==> config.mk <==
export PLATFORM = sky130hd
export DESIGN_NAME = core_pwr_seq
export DESIGN_NICKNAME = d
export VERILOG_FILES = /design/src/rtl/core_pwr_pkg.sv /design/src/rtl/cps_us_timer.sv /design/src/rtl/cps_gate_map.sv /design/src/rtl/core_pwr_seq.sv
export SDC_FILE = /design/constraint.sdc
export NUM_CORES = 1
export LEC_CHECK = 0
export ABC_AREA = 1
export BUFFER_PORTS_ARGS = -buffer_cell sky130_fd_sc_hd__buf_2
export CORE_MARGIN = 2
export CORE_UTILIZATION = 35
export DETAILED_ROUTE_END_ITERATION = 10
export SLEW_MARGIN = 5
export SYNTH_ARGS = -nofsm -noshare
export SYNTH_HDL_FRONTEND = slang
export SYNTH_HIERARCHICAL = 1
export SYNTH_SLANG_ARGS = --single-unit
==> constraint.sdc <==
create_clock -name clk -period 6.2 [get_ports clk]
set_clock_uncertainty 0.15 [all_clocks]
set_input_delay 0.62 -clock clk [delete_from_list [all_inputs] [get_ports clk]]
set_output_delay 0.62 -clock clk [all_outputs]
set_load 0.05 [all_outputs]
==> src/rtl/core_pwr_pkg.sv <==
`timescale 1ns/1ps
package core_pwr_pkg;

    // Sequencer steps; each step's output changes land on the edge that leaves it
    typedef enum logic [3:0] {
        S_IDLE,
        S_UP_POR,
        S_UP_PREP,
        S_UP_SW,
        S_UP_GATE,
        S_UP_POREL,
        S_UP_REL1,
        S_UP_REL2,
        S_DN_GATE,
        S_DN_SW,
        S_WAIT_T,
        S_WAIT_SW,
        S_FIN
    } cps_state_e;

endpackage

==> src/rtl/cps_us_timer.sv <==
`timescale 1ns/1ps
module cps_us_timer #(
    parameter int US_CYC = 250,
    parameter int LEN_W  = 5
) (
    input  logic             clk,
    input  logic             rst_n,
    input  logic             go,
    input  logic [LEN_W-1:0] len,
    output logic             expire
);
    localparam int PRE_W = (US_CYC > 1) ? $clog2(US_CYC) : 1;
    localparam logic [PRE_W-1:0] PRE_TOP = PRE_W'(US_CYC - 1);

    typedef struct packed {
        logic             run;
        logic [PRE_W-1:0] pre;
        logic [LEN_W-1:0] left;
    } tmr_t;

    tmr_t q, d;

    always_comb begin
        d      = q;
        expire = q.run && (q.pre == '0) && (q.left == LEN_W'(1));
        if (go) begin
            d.run  = (len != '0);
            d.pre  = PRE_TOP;
            d.left = len;
        end else if (q.run) begin
            if (q.pre == '0) begin
                d.pre = PRE_TOP;
                if (q.left == LEN_W'(1)) d.run = 1'b0;
                else                     d.left = q.left - LEN_W'(1);
            end else begin
                d.pre = q.pre - PRE_W'(1);
            end
        end
    end

    always_ff @(posedge clk or negedge rst_n) begin
        if (!rst_n) q <= '0;
        else        q <= d;
    end

endmodule

==> src/rtl/cps_gate_map.sv <==
`timescale 1ns/1ps
module cps_gate_map #(
    parameter int NCORE = 4,
    parameter int CW    = 2
) (
    input  logic [CW-1:0] idx,
    input  logic          alt,
    output logic [NCORE:0] mask
);
    // Per-core gate bits; core 0 moves to the spare top bit on the alternate layout
    for (genvar g = 0; g < NCORE; g++) begin : g_bit
        if (g == 0) begin : g_zero
            assign mask[g] = (idx == CW'(0)) && !alt;
        end else begin : g_other
            assign mask[g] = (idx == CW'(g));
        end
    end
    assign mask[NCORE] = alt && (idx == CW'(0));

endmodule

==> src/rtl/core_pwr_seq.sv <==
`timescale 1ns/1ps
module core_pwr_seq
    import core_pwr_pkg::*;
#(
    parameter int NCORE   = 4,
    parameter int SEL_W   = 3,
    parameter int US_CYC  = 250,
    parameter int GATE_US = 20,
    parameter int ALT_US  = 10
) (
    input  logic             clk,
    input  logic             rst_n,
    input  logic             start_up,
    input  logic             start_down,
    input  logic [SEL_W-1:0] core_sel,
    input  logic             core_big,
    input  logic             alt_map,
    input  logic             sw_done,
    output logic             sw_req,
    output logic             sw_open,
    output logic [NCORE-1:0] por_n,
    output logic [NCORE-1:0] por_alt_n,
    output logic [NCORE-1:0] dbg_rst_n,
    output logic [NCORE-1:0] trc_rst_n,
    output logic [NCORE-1:0] core_rst_n,
    output logic [NCORE-1:0] neon_rst_n,
    output logic [NCORE-1:0] l1_rstdis,
    output logic [NCORE:0]   pwr_gate,
    output logic             busy,
    output logic             done,
    output logic             err
);
    localparam int CW     = (NCORE > 1) ? $clog2(NCORE) : 1;
    localparam int MAX_US = (GATE_US > ALT_US) ? GATE_US : ALT_US;
    localparam int LEN_W  = $clog2(MAX_US + 1);

    typedef struct packed {
        cps_state_e       st;
        cps_state_e       ret;
        logic [CW-1:0]    idx;
        logic             big;
        logic             alt;
        logic [NCORE-1:0] por_n;
        logic [NCORE-1:0] por_alt_n;
        logic [NCORE-1:0] dbg_n;
        logic [NCORE-1:0] trc_n;
        logic [NCORE-1:0] core_n;
        logic [NCORE-1:0] neon_n;
        logic [NCORE-1:0] l1_dis;
        logic [NCORE:0]   gate;
        logic             sw_req;
        logic             sw_open;
        logic             done;
        logic             err;
    } seq_t;

    localparam seq_t SEQ_RST = '{
        st: S_IDLE, ret: S_IDLE, idx: '0, big: 1'b0, alt: 1'b0,
        por_n: '0, por_alt_n: '0, dbg_n: '0, trc_n: '0, core_n: '0,
        neon_n: '0, l1_dis: '1, gate: '1,
        sw_req: 1'b0, sw_open: 1'b0, done: 1'b0, err: 1'b0
    };

    seq_t q, d;

    logic             tmr_go;
    logic [LEN_W-1:0] tmr_len;
    logic             tmr_exp;
    logic [NCORE:0]   gmask;

    cps_us_timer #(
        .US_CYC (US_CYC),
        .LEN_W  (LEN_W)
    ) u_timer (
        .clk    (clk),
        .rst_n  (rst_n),
        .go     (tmr_go),
        .len    (tmr_len),
        .expire (tmr_exp)
    );

    cps_gate_map #(
        .NCORE (NCORE),
        .CW    (CW)
    ) u_gmap (
        .idx  (q.idx),
        .alt  (q.alt),
        .mask (gmask)
    );

    always_comb begin
        d       = q;
        d.done  = 1'b0;
        d.err   = 1'b0;
        tmr_go  = 1'b0;
        tmr_len = LEN_W'(GATE_US);
        case (q.st)
            S_IDLE: begin
                if (start_up || start_down) begin
                    if (core_sel > SEL_W'(NCORE - 1)) begin
                        d.err = 1'b1;
                    end else begin
                        d.idx = core_sel[CW-1:0];
                        d.big = core_big;
                        d.alt = alt_map;
                        d.st  = start_up ? S_UP_POR : S_DN_GATE;
                    end
                end
            end
            S_UP_POR: begin
                d.por_n[q.idx] = 1'b0;
                if (q.alt) begin
                    d.por_alt_n[q.idx] = 1'b0;
                    tmr_go  = 1'b1;
                    tmr_len = LEN_W'(ALT_US);
                    d.st    = S_WAIT_T;
                    d.ret   = S_UP_PREP;
                end else begin
                    d.st = S_UP_PREP;
                end
            end
            S_UP_PREP: begin
                d.dbg_n[q.idx] = 1'b0;
                if (!q.big) begin
                    d.l1_dis[q.idx] = 1'b0;
                    d.trc_n[q.idx]  = 1'b0;
                end
                d.st = S_UP_SW;
            end
            S_UP_SW: begin
                d.sw_req  = 1'b1;
                d.sw_open = 1'b1;
                d.st      = S_WAIT_SW;
                d.ret     = S_UP_GATE;
            end
            S_UP_GATE: begin
                d.gate = q.gate & ~gmask;
                tmr_go = 1'b1;
                d.st   = S_WAIT_T;
                d.ret  = S_UP_POREL;
            end
            S_UP_POREL: begin
                d.por_n[q.idx] = 1'b1;
                if (q.alt) begin
                    d.por_alt_n[q.idx] = 1'b1;
                    tmr_go  = 1'b1;
                    tmr_len = LEN_W'(ALT_US);
                    d.st    = S_WAIT_T;
                    d.ret   = S_UP_REL1;
                end else begin
                    d.st = S_UP_REL1;
                end
            end
            S_UP_REL1: begin
                d.dbg_n[q.idx]  = 1'b1;
                d.core_n[q.idx] = 1'b1;
                d.st            = S_UP_REL2;
            end
            S_UP_REL2: begin
                if (q.big) d.neon_n[q.idx] = 1'b1;
                else       d.trc_n[q.idx]  = 1'b1;
                d.done = 1'b1;
                d.st   = S_IDLE;
            end
            S_DN_GATE: begin
                d.gate = q.gate | gmask;
                tmr_go = 1'b1;
                d.st   = S_WAIT_T;
                d.ret  = S_DN_SW;
            end
            S_DN_SW: begin
                d.sw_req  = 1'b1;
                d.sw_open = 1'b0;
                d.st      = S_WAIT_SW;
                d.ret     = S_FIN;
            end
            S_WAIT_T: begin
                if (tmr_exp) d.st = q.ret;
            end
            S_WAIT_SW: begin
                if (sw_done) begin
                    d.sw_req = 1'b0;
                    d.st     = q.ret;
                end
            end
            S_FIN: begin
                d.done = 1'b1;
                d.st   = S_IDLE;
            end
            default: d.st = S_IDLE;
        endcase
    end

    always_ff @(posedge clk or negedge rst_n) begin
        if (!rst_n) q <= SEQ_RST;
        else        q <= d;
    end

    assign sw_req     = q.sw_req;
    assign sw_open    = q.sw_open;
    assign por_n      = q.por_n;
    assign por_alt_n  = q.por_alt_n;
    assign dbg_rst_n  = q.dbg_n;
    assign trc_rst_n  = q.trc_n;
    assign core_rst_n = q.core_n;
    assign neon_rst_n = q.neon_n;
    assign l1_rstdis  = q.l1_dis;
    assign pwr_gate   = q.gate;
    assign busy       = (q.st != S_IDLE);
    assign done       = q.done;
    assign err        = q.err;

endmodule

==> impl_metrics.env, run 1 <==
export IMPL_status="complete, no violations"
export IMPL_wl_mm=7.40
export IMPL_critical_path_peak_fanout=11
export IMPL_hold_class="register to register"
export IMPL_die_area_um2=10700
export IMPL_worstPathCellList="inv_2, nor2_1, nand2_1, nand2_1, nor2_1, inv_1, inv_8, nand2_2, nand3_2, nand2_1, nand2_1"
export IMPL_num_rows=36
export IMPL_wire_per_inst_um=12.7
export IMPL_finalCriticalPeriod_ps=2380
export IMPL_antenna_found_initial=0
export IMPL_root_buffer="clkbuf_8"
export IMPL_synth_top_cell_area_share_pct=39.0
export IMPL_critical_path_arrival_ps=2460
export IMPL_drive_gt1_share_pct=24.9
export IMPL_grt_pass1_wl_mm=12.8
export IMPL_synth_top_area_cell="dfrtp_1"
export IMPL_cts_sinks=63
export IMPL_max_freq_mhz=420
export IMPL_synth_edf_count=0
export IMPL_yosysUniqueCellTypes=35
export IMPL_fin_area_um2=3810
export IMPL_reg2reg_depth=11
export IMPL_drt_initial_drc_count=139
export IMPL_diodes=0
export IMPL_vias_per_cell=4.54
export IMPL_rsz0062_at_grt="false"
export IMPL_drc=0
export IMPL_final_seq_area_um2=1590
export IMPL_grt_max_degree=64
export IMPL_worstReg2RegStart="q[48]"
export IMPL_whs_path_depth=2
export IMPL_ys_warn_count=6
export IMPL_ir_drop_mv=0.221
export IMPL_async_flop_share_pct=100
export IMPL_fillerInstances=999
export IMPL_multi_input_area_um2=1340
export IMPL_synth_most_common_cell="nand2_1"
export IMPL_path_buf_inv=3
export IMPL_overflow=0
export IMPL_syn_inst=422
export IMPL_synth_area_per_cell_um2=8.21
export IMPL_clk_pin_slew_ps=70
export IMPL_hold_start="l1_rstdis[3]"
export IMPL_powerDensity_nw_per_um2=525
export IMPL_grt_pass1_vias=2685
export IMPL_cp_data_required_time_ps=6280
export IMPL_first_pass_iters=4
export IMPL_fin_nets=458
export IMPL_insertion_delay_ps=330
export IMPL_fin_cells=583
export IMPL_tightestPinTransition_ps=798
export IMPL_cts_setup_buffers=0
export IMPL_ys_flop_type="dfrtp_1"
export IMPL_cp_end_kind="register"
export IMPL_start_kind="register"
export IMPL_cp_depth=11
export IMPL_place_congestion=0.968
export IMPL_num_vias=2648
export IMPL_worstSetupStartpoint="q[48]"
export IMPL_cts_max_path_buffers=2
export IMPL_drv_slew=0
export IMPL_finalSetupTns_ps=0
export IMPL_drtAntennaViolNets=0
export IMPL_place_area_um2=3580
export IMPL_synthTopCellsByCount="nand2_1 (100), dfrtp_1 (54), inv_1 (52), o21ai_0 (38), buf_4 (33)"
export IMPL_synth_seq_cells=63
export IMPL_cts_resized_gates=0
export IMPL_maxCapViolCount=0
export IMPL_hold_violations=0
export IMPL_htreeDepth=3
export IMPL_dp_cells=567
export IMPL_slowest_delay_ps=480
export IMPL_synthTopCellsByArea="dfrtp_1 (39%), nand2_1 (11%), buf_4 (7.2%)"
export IMPL_synth_area_um2=3460
export IMPL_path_common_cell="nand2_1"
export IMPL_track_usage_pct=15.5
export IMPL_ios=48
export IMPL_synth_seq_area_share_pct=45.8
export IMPL_path_delay_family="simple AND/OR/NAND/NOR gates"
export IMPL_dp_hpwl_mm=5.53
export IMPL_cts_tree="yes"
export IMPL_period_share_pct=38.4
export IMPL_port_buffers=47
export IMPL_relSlewSlack_pct=46.8
export IMPL_die_x_um=103
export IMPL_hold_buffers=0
export IMPL_setup_violations=0
export IMPL_initial_core_util_pct=35.8
export IMPL_core_area_um2=9680
export IMPL_path_class="register to register"
export IMPL_numCtsBuffers=9
export IMPL_slowest_stage="dfrtp_1"
export IMPL_p_leak_nw=2.00
export IMPL_fp_dieH_um=103
export IMPL_syn_to_final_growth_pct=9.93
per-stage QoR:
stage	hold WS, ps	util (%)	total power, W	setup WS [ps]
final	289	39.3	0.00200	3820
after global routing	316	39.3	0.00217	3550
after CTS	294	39.3	0.00202	3810
after detailed placement	283	37.0	0.00160	3820
after global placement	282	37.0	0.00158	3910
after floorplan	174	-	0.00146	4250
per-layer routing:
| metal | share of wire (%) | GRT usage (%) |
|---|---|---|
| met1 | 47 | 19.8 |
| met2 | 47 | 25.0 |
| met3 | 4.1 | 4.70 |
| met4 | 1.3 | 5.26 |
| met5 | 0 | 0 |
power by group:
group | internal (W) | switching [W] | leakage (nW)
sequential | 0.000543 | 0.000117 | 0.786
combinational | 0.000256 | 0.000679 | 1.10
clock | 0.000248 | 0.000155 | 0.114
total | 0.00105 | 0.000951 | 2.00
cell type report:
class	instances	share of cell area, %
Sequential cell	63	41.7
Multi-Input combinational cell	260	35.3
Inverter	63	6.41
Timing Repair Buffer	48	6.38
Tap cell	133	4.37
Clock buffer	13	4.17
Clock inverter	3	1.71
placed cells by master (no fill, tap or decap), drive strengths merged, types with 3 or more instances in the layout:
master  count
a21oi       5
buf        48
clkbuf     13
dfrtp      54
dfstp       9
ha          3
inv        63
nand2     107
nand3      25
nand4       9
nor2       43
nor3        4
o21a        3
o21ai      45
o21bai      5
worst register-to-register path: cells and delay by family, from the launching register on:
kind                   cells  cell delay, ps
buffers and inverters      3             530
DFF                        1             480
and+or+nand+nor            8            1120
path summary, 6_finish.rpt:
| check | endpoint | slack (ps) |
|---|---|---|
| max in group asynchronous | q[43] | 5070 |
| worst max-delay path | u_timer/q[2] | 3820 |
| min in group asynchronous | asynchronous set/reset pin | 310 |
| worst max register to register | u_timer/q[2] | 3820 |
| worst min register to register | l1_rstdis[3] | 290 |
| worst min-delay path | l1_rstdis[3] | 290 |
kinds of logic after synthesis:
kind of cell / synth area share, %
adders and majority gates: 1.08
xor gates and xnor gates: 0.759
buffers and inverters: 15.5
and+or+nand+nor: 26.2
DFF: 45.8
other: 0.108
AOI/OAI and AO/OA: 10.5
Power figures use the tool's default switching activity.
==> run 2: changes to the inputs <==
--- a/config.mk
+++ b/config.mk
@@ -5,7 +5,7 @@
 export SDC_FILE = /design/constraint.sdc
 export NUM_CORES = 1
 export LEC_CHECK = 0
-export ABC_AREA = 1
+export ABC_AREA = 0
 export BUFFER_PORTS_ARGS = -buffer_cell sky130_fd_sc_hd__buf_2
 export CORE_MARGIN = 2
 export CORE_UTILIZATION = 35
==> constraint.sdc (replaced) <==
create_clock -name clk -period 2 [get_ports clk]
set_clock_uncertainty 0.15 [all_clocks]
set_input_delay 0.2 -clock clk [delete_from_list [all_inputs] [get_ports clk]]
set_output_delay 0.2 -clock clk [all_outputs]
set_load 0.05 [all_outputs]
==> impl_metrics.env, run 2 <==
export IMPL_num_rows=36
export IMPL_worstReg2RegStart="q[48]"
export IMPL_cp_end_kind="register"
export IMPL_cts_max_path_buffers=2
export IMPL_synth_area_um2=3500
export IMPL_grt_pass1_wl_mm=13.5
export IMPL_path_common_cell="nand2b_4"
export IMPL_critical_path_arrival_ps=2050
export IMPL_track_usage_pct=15.3
export IMPL_ios=48
export IMPL_critical_path_peak_fanout=6
export IMPL_fp_dieH_um=104
export IMPL_numCtsBuffers=9
export IMPL_wire_per_inst_um=14.6
export IMPL_ys_warn_count=6
export IMPL_synth_area_per_cell_um2=9.81
export IMPL_first_pass_iters=5
export IMPL_ir_drop_mv=0.583
export IMPL_async_flop_share_pct=100
export IMPL_yosysUniqueCellTypes=63
export IMPL_drv_slew=0
export IMPL_synth_fa_ha_area_share_pct=1.07
export IMPL_drt_initial_drc_count=88
export IMPL_fin_nets=425
export IMPL_worstPathCellList="nand2b_4, nand2_4, nor2_4, a211oi_2, clkbuf_16, buf_12, nand2b_4, o21ai_2, mux2_2"
export IMPL_cp_data_required_time_ps=2090
export IMPL_place_congestion=0.834
export IMPL_fin_area_um2=4420
export IMPL_clk_pin_slew_ps=80
export IMPL_hold_class="input port to register"
export IMPL_maxCapViolCount=0
export IMPL_synthTopCellsByCount="dfrtp_1 (54), nand2_1 (36), buf_4 (33), nor2_1 (18), o21ai_1 (17)"
export IMPL_ys_flop_type="dfrtp_1"
export IMPL_final_cell_mix="dfrtp_1 (51), buf_2 (46), nand2_1 (35), buf_4 (33), o21ai_1 (19)"
export IMPL_period_share_pct=98.4
export IMPL_port_buffers=47
export IMPL_drive_gt1_share_pct=38.1
export IMPL_die_area_um2=10800
export IMPL_diodes=0
export IMPL_rsz0062_at_grt="true"
export IMPL_whs_ps=81.2
export IMPL_synth_most_common_cell="dfrtp_1"
export IMPL_hold_violations=0
export IMPL_yosys_mux_area_fraction_pct=5.04
export IMPL_syn_inst=357
export IMPL_slowest_delay_ps=450
export IMPL_synth_compound_area_share_pct=18.3
export IMPL_synth_top_cell_area_share_pct=38.6
export IMPL_htreeDepth=3
export IMPL_synth_seq_cells=63
export IMPL_core_area_um2=9730
export IMPL_die_x_um=104
export IMPL_powerDensity_nw_per_um2=1620
export IMPL_drc=0
export IMPL_status="complete, no violations"
export IMPL_grt_pass1_vias=2741
export IMPL_vias_per_cell=5.13
export IMPL_fin_cells=550
export IMPL_path_delay_family="flip-flops"
export IMPL_drtAntennaViolNets=0
export IMPL_worstSetupStartpoint="q[48]"
export IMPL_hold_start="start_down"
export IMPL_synth_edf_count=0
export IMPL_syn_to_final_growth_pct=26.4
export IMPL_synthTopCellsByArea="dfrtp_1 (39%), buf_4 (7.1%), dfstp_2 (6.8%)"
export IMPL_slowest_stage="dfrtp_2"
export IMPL_p_leak_nw=1.98
export IMPL_synth_simple_area_share_pct=19.4
export IMPL_synth_top_area_cell="dfrtp_1"
export IMPL_layout_commonest_cell="dfrtp_1"
export IMPL_place_area_um2=3890
export IMPL_insertion_delay_ps=360
export IMPL_finalCriticalPeriod_ps=1970
export IMPL_synthXorXnorAreaFrac_pct=0
export IMPL_max_freq_mhz=508
export IMPL_p_total_w=0.00719
export IMPL_synth_top_family_by_area="simple AND/OR/NAND/NOR gates"
export IMPL_setup_violations=0
export IMPL_start_kind="register"
export IMPL_root_buffer="clkbuf_8"
export IMPL_wl_mm=8.02
export IMPL_antenna_found_initial=0
export IMPL_path_class="register to register"
export IMPL_synth_seq_area_share_pct=45.4
export IMPL_num_vias=2822
export IMPL_utilization_pct=45.5
export IMPL_dp_hpwl_mm=5.48
export IMPL_cts_tree="yes"
export IMPL_grt_max_degree=64
export IMPL_cts_sinks=63
export IMPL_dp_cells=522
export IMPL_overflow=0
export IMPL_path_buf_inv=2
export IMPL_initial_core_util_pct=36.0
-- run 2: changes by cell type after synthesis, sizes merged, moves of 5 or more --
cell    delta
nand3     -18
a211oi     +5
nand4      -8
a31oi     +10
nor2b      +9
inv       -48
nand2     -70
and2       +5
nor2      -23
clkbuf     +9
o21ai     -18
nand2b    +10
a22o       +6
mux2      +13
-- run 2: metrics by stage --
stage / setup TNS (ps) / setup WS (ps)
detailed placement: -89.1 / -80.3
floorplan: 0 / 1.39
global route: -57.7 / -23.5
global placement: -8.49 / -8.49
finish: 0 / 32.6
CTS: -23.4 / -15.9
-- run 2: layer usage --
metal / track usage (%) / part of all wire, % / vias up
met2: 22.7 / 46 / 56
li1: - / - / 1359
met3: 3.82 / 4.0 / 9
met1: 21.7 / 49 / 1398
met4: 5.50 / 1.6 / 0
met5: 0 / 0 / -
-- run 2: cell type report --
cell class / count / area (um^2)
repair buffers: 93 / 654
well taps: 133 / 166
clock inverters: 7 / 103
flip-flops and latches: 63 / 1590
clock buffers: 9 / 124
multi-input cells: 230 / 1730
inverters: 15 / 56.3
fillers: 942 / 5310
-- run 2: logic make-up after synthesis --
family | count (synthesis)
adders and majority gates | 3
DFF | 63
other | 1
buffers and inverters | 65
AOI/OAI and AO/OA | 91
and+or+nand+nor | 118
muxes | 16
-- run 2: where the power goes --
part           switching (W)  internal (W)  leakage, nW
Combinational        0.00225       0.00156         1.10
Sequential          0.000419       0.00167        0.767
Clock               0.000576      0.000716        0.111
-- run 2: timing repair --
item,CTS,global route
pin swaps,2,10
endpoints found under the setup margin,5,20
setup buffers,3,2
hold buffers,7,0
gates resized for setup,12,30
endpoints found under the hold margin,69,0
-- run 2: worst paths after layout --
check,endpoint,slack [ps],cells past startpoint
setup reg to reg,u_timer/q[1],30,9
max in group asynchronous,l1_rstdis[0],1150,3
setup / recovery,u_timer/q[1],30,9
min in group asynchronous,q[42],240,3
hold / removal,err,80,3
hold reg to reg,l1_rstdis[3],300,2
-- run 2: tightest hold or removal path: stages --
cell,delay [ps]
buf_2,80
nor2_1,70
nor3b_1,190
==> run 3: changes to the inputs <==
--- a/config.mk
+++ b/config.mk
@@ -10,6 +10,7 @@
 export CORE_MARGIN = 2
 export CORE_UTILIZATION = 35
 export DETAILED_ROUTE_END_ITERATION = 10
+export SKIP_CTS_REPAIR_TIMING = 1
 export SLEW_MARGIN = 5
 export SYNTH_ARGS = -nofsm -noshare
 export SYNTH_HDL_FRONTEND = slang
==> constraint.sdc (replaced) <==
create_clock -name clk -period 2.15 [get_ports clk]
set_clock_uncertainty 0.15 [all_clocks]
set_input_delay 0.215 -clock clk [delete_from_list [all_inputs] [get_ports clk]]
set_output_delay 0.215 -clock clk [all_outputs]
set_load 0.005 [all_outputs]
==> impl_metrics.env, run 3 (synthesis results as in run 2) <==
export IMPL_status="complete, no violations"
export IMPL_initial_core_util_pct=36.0
export IMPL_grt_max_degree=64
export IMPL_maxCapViolCount=0
export IMPL_fin_cells=536
export IMPL_path_buf_inv=1
export IMPL_hold_class="input port to register"
export IMPL_critical_path_peak_fanout=7
export IMPL_critical_path_arrival_ps=2120
export IMPL_clk_pin_slew_ps=70
export IMPL_track_usage_pct=14.9
export IMPL_antenna_found_initial=0
export IMPL_path_class="register to register"
export IMPL_vias_per_cell=5.13
export IMPL_slowest_stage="dfrtp_1"
export IMPL_grt_pass1_vias=2688
export IMPL_max_freq_mhz=488
export IMPL_num_vias=2749
export IMPL_final_cell_mix="dfrtp_1 (53), buf_2 (47), nand2_1 (36), buf_4 (26), nor2_1 (18)"
export IMPL_grt_pass1_wl_mm=13.2
export IMPL_worstPathCellList="buf_4, nor2_1, nand2_2, nor3_4, mux2_1"
export IMPL_fp_dieH_um=104
export IMPL_start_kind="register"
export IMPL_core_area_um2=9730
export IMPL_drc=0
export IMPL_rsz0062_at_grt="false"
export IMPL_ir_drop_mv=0.475
export IMPL_htreeDepth=3
export IMPL_wl_mm=7.74
export IMPL_layout_commonest_cell="dfrtp_1"
export IMPL_hold_violations=0
export IMPL_hold_start="core_sel[2]"
export IMPL_finalCriticalPeriod_ps=2050
export IMPL_num_rows=36
export IMPL_drt_initial_drc_count=130
export IMPL_drv_slew=0
export IMPL_overflow=0
export IMPL_dp_hpwl_mm=5.44
export IMPL_die_area_um2=10800
export IMPL_finalSetupTns_ps=0
export IMPL_worstReg2RegStart="q[48]"
export IMPL_port_buffers=47
export IMPL_fin_nets=411
export IMPL_setup_violations=0
export IMPL_drive_gt1_share_pct=30.0
export IMPL_ios=48
export IMPL_cts_sinks=63
export IMPL_cts_max_path_buffers=2
export IMPL_root_buffer="clkbuf_8"
export IMPL_slowest_delay_ps=440
export IMPL_cp_data_required_time_ps=2220
export IMPL_drtAntennaViolNets=0
export IMPL_period_share_pct=95.3
export IMPL_cp_end_kind="register"
export IMPL_worstSetupStartpoint="q[48]"
export IMPL_numCtsBuffers=9
export IMPL_insertion_delay_ps=330
export IMPL_cts_tree="yes"
export IMPL_path_delay_family="simple AND/OR/NAND/NOR gates"
export IMPL_dp_cells=515
export IMPL_place_congestion=0.804
export IMPL_powerDensity_nw_per_um2=1360
export IMPL_first_pass_iters=4
export IMPL_diodes=0
export IMPL_p_leak_nw=1.86
export IMPL_syn_to_final_growth_pct=17.0
export IMPL_die_x_um=104
export IMPL_place_area_um2=3810
export IMPL_fin_area_um2=4100
export IMPL_utilization_pct=42.1
export IMPL_wire_per_inst_um=14.4
## run 3: cell types whose count changed in the layout (fill, tap and decap cells not counted), sizes merged
cell,before,now
buf,84,74
clkinv,1,3
clkbuf,11,10
bufinv,2,3
clkinvlp,1,0
dlygate4sd3,7,5
inv,18,15
## run 3: through the flow
stage               total power (W)  setup WS, ps  hold slack (ps)
floorplan                   0.00362          18.9             -231
global placement            0.00429           120              109
detailed placement          0.00434           127              113
CTS                         0.00559          83.3             -255
global route                0.00600          8.94             17.2
finish                      0.00557           102             22.7
## run 3: path summary, 6_finish.rpt
| path | end | slack, ps | depth (start not counted) |
|---|---|---|---|
| max | q[40] | 100 | 5 |
| min | err | 20 | 2 |
| max reg2reg | q[40] | 100 | 5 |
| min reg2reg | l1_rstdis[3] | 290 | 2 |
| max in group asynchronous | l1_rstdis[0] | 1240 | 3 |
| min in group asynchronous | u_timer/q[8] | 250 | 3 |
## run 3: per-layer routing
metal  vias up  track usage, %  part of all wire, %
met3         9            3.20                  4.0
met1      1353            20.8                   50
met4         0            6.18                  1.6
met5         -               0                    0
li1       1320               -                    -
met2        67            22.3                   45
## run 3: final cells by class
class / instances / area, um^2
inverter: 15 / 56.3
tap: 133 / 166
clock inverter: 6 / 109
multi-input combinational: 230 / 1550
clock buffer: 10 / 128
sequential: 63 / 1590
timing repair buffer: 79 / 500
fill: 966 / 5630
## run 3: where the power goes
| group | switching, W | leakage, nW | internal [W] | total, W |
|---|---|---|---|---|
| logic | 0.00135 | 0.968 | 0.00110 | 0.00245 |
| clock network | 0.000463 | 0.120 | 0.000769 | 0.00123 |
| registers | 0.000344 | 0.770 | 0.00155 | 0.00189 |
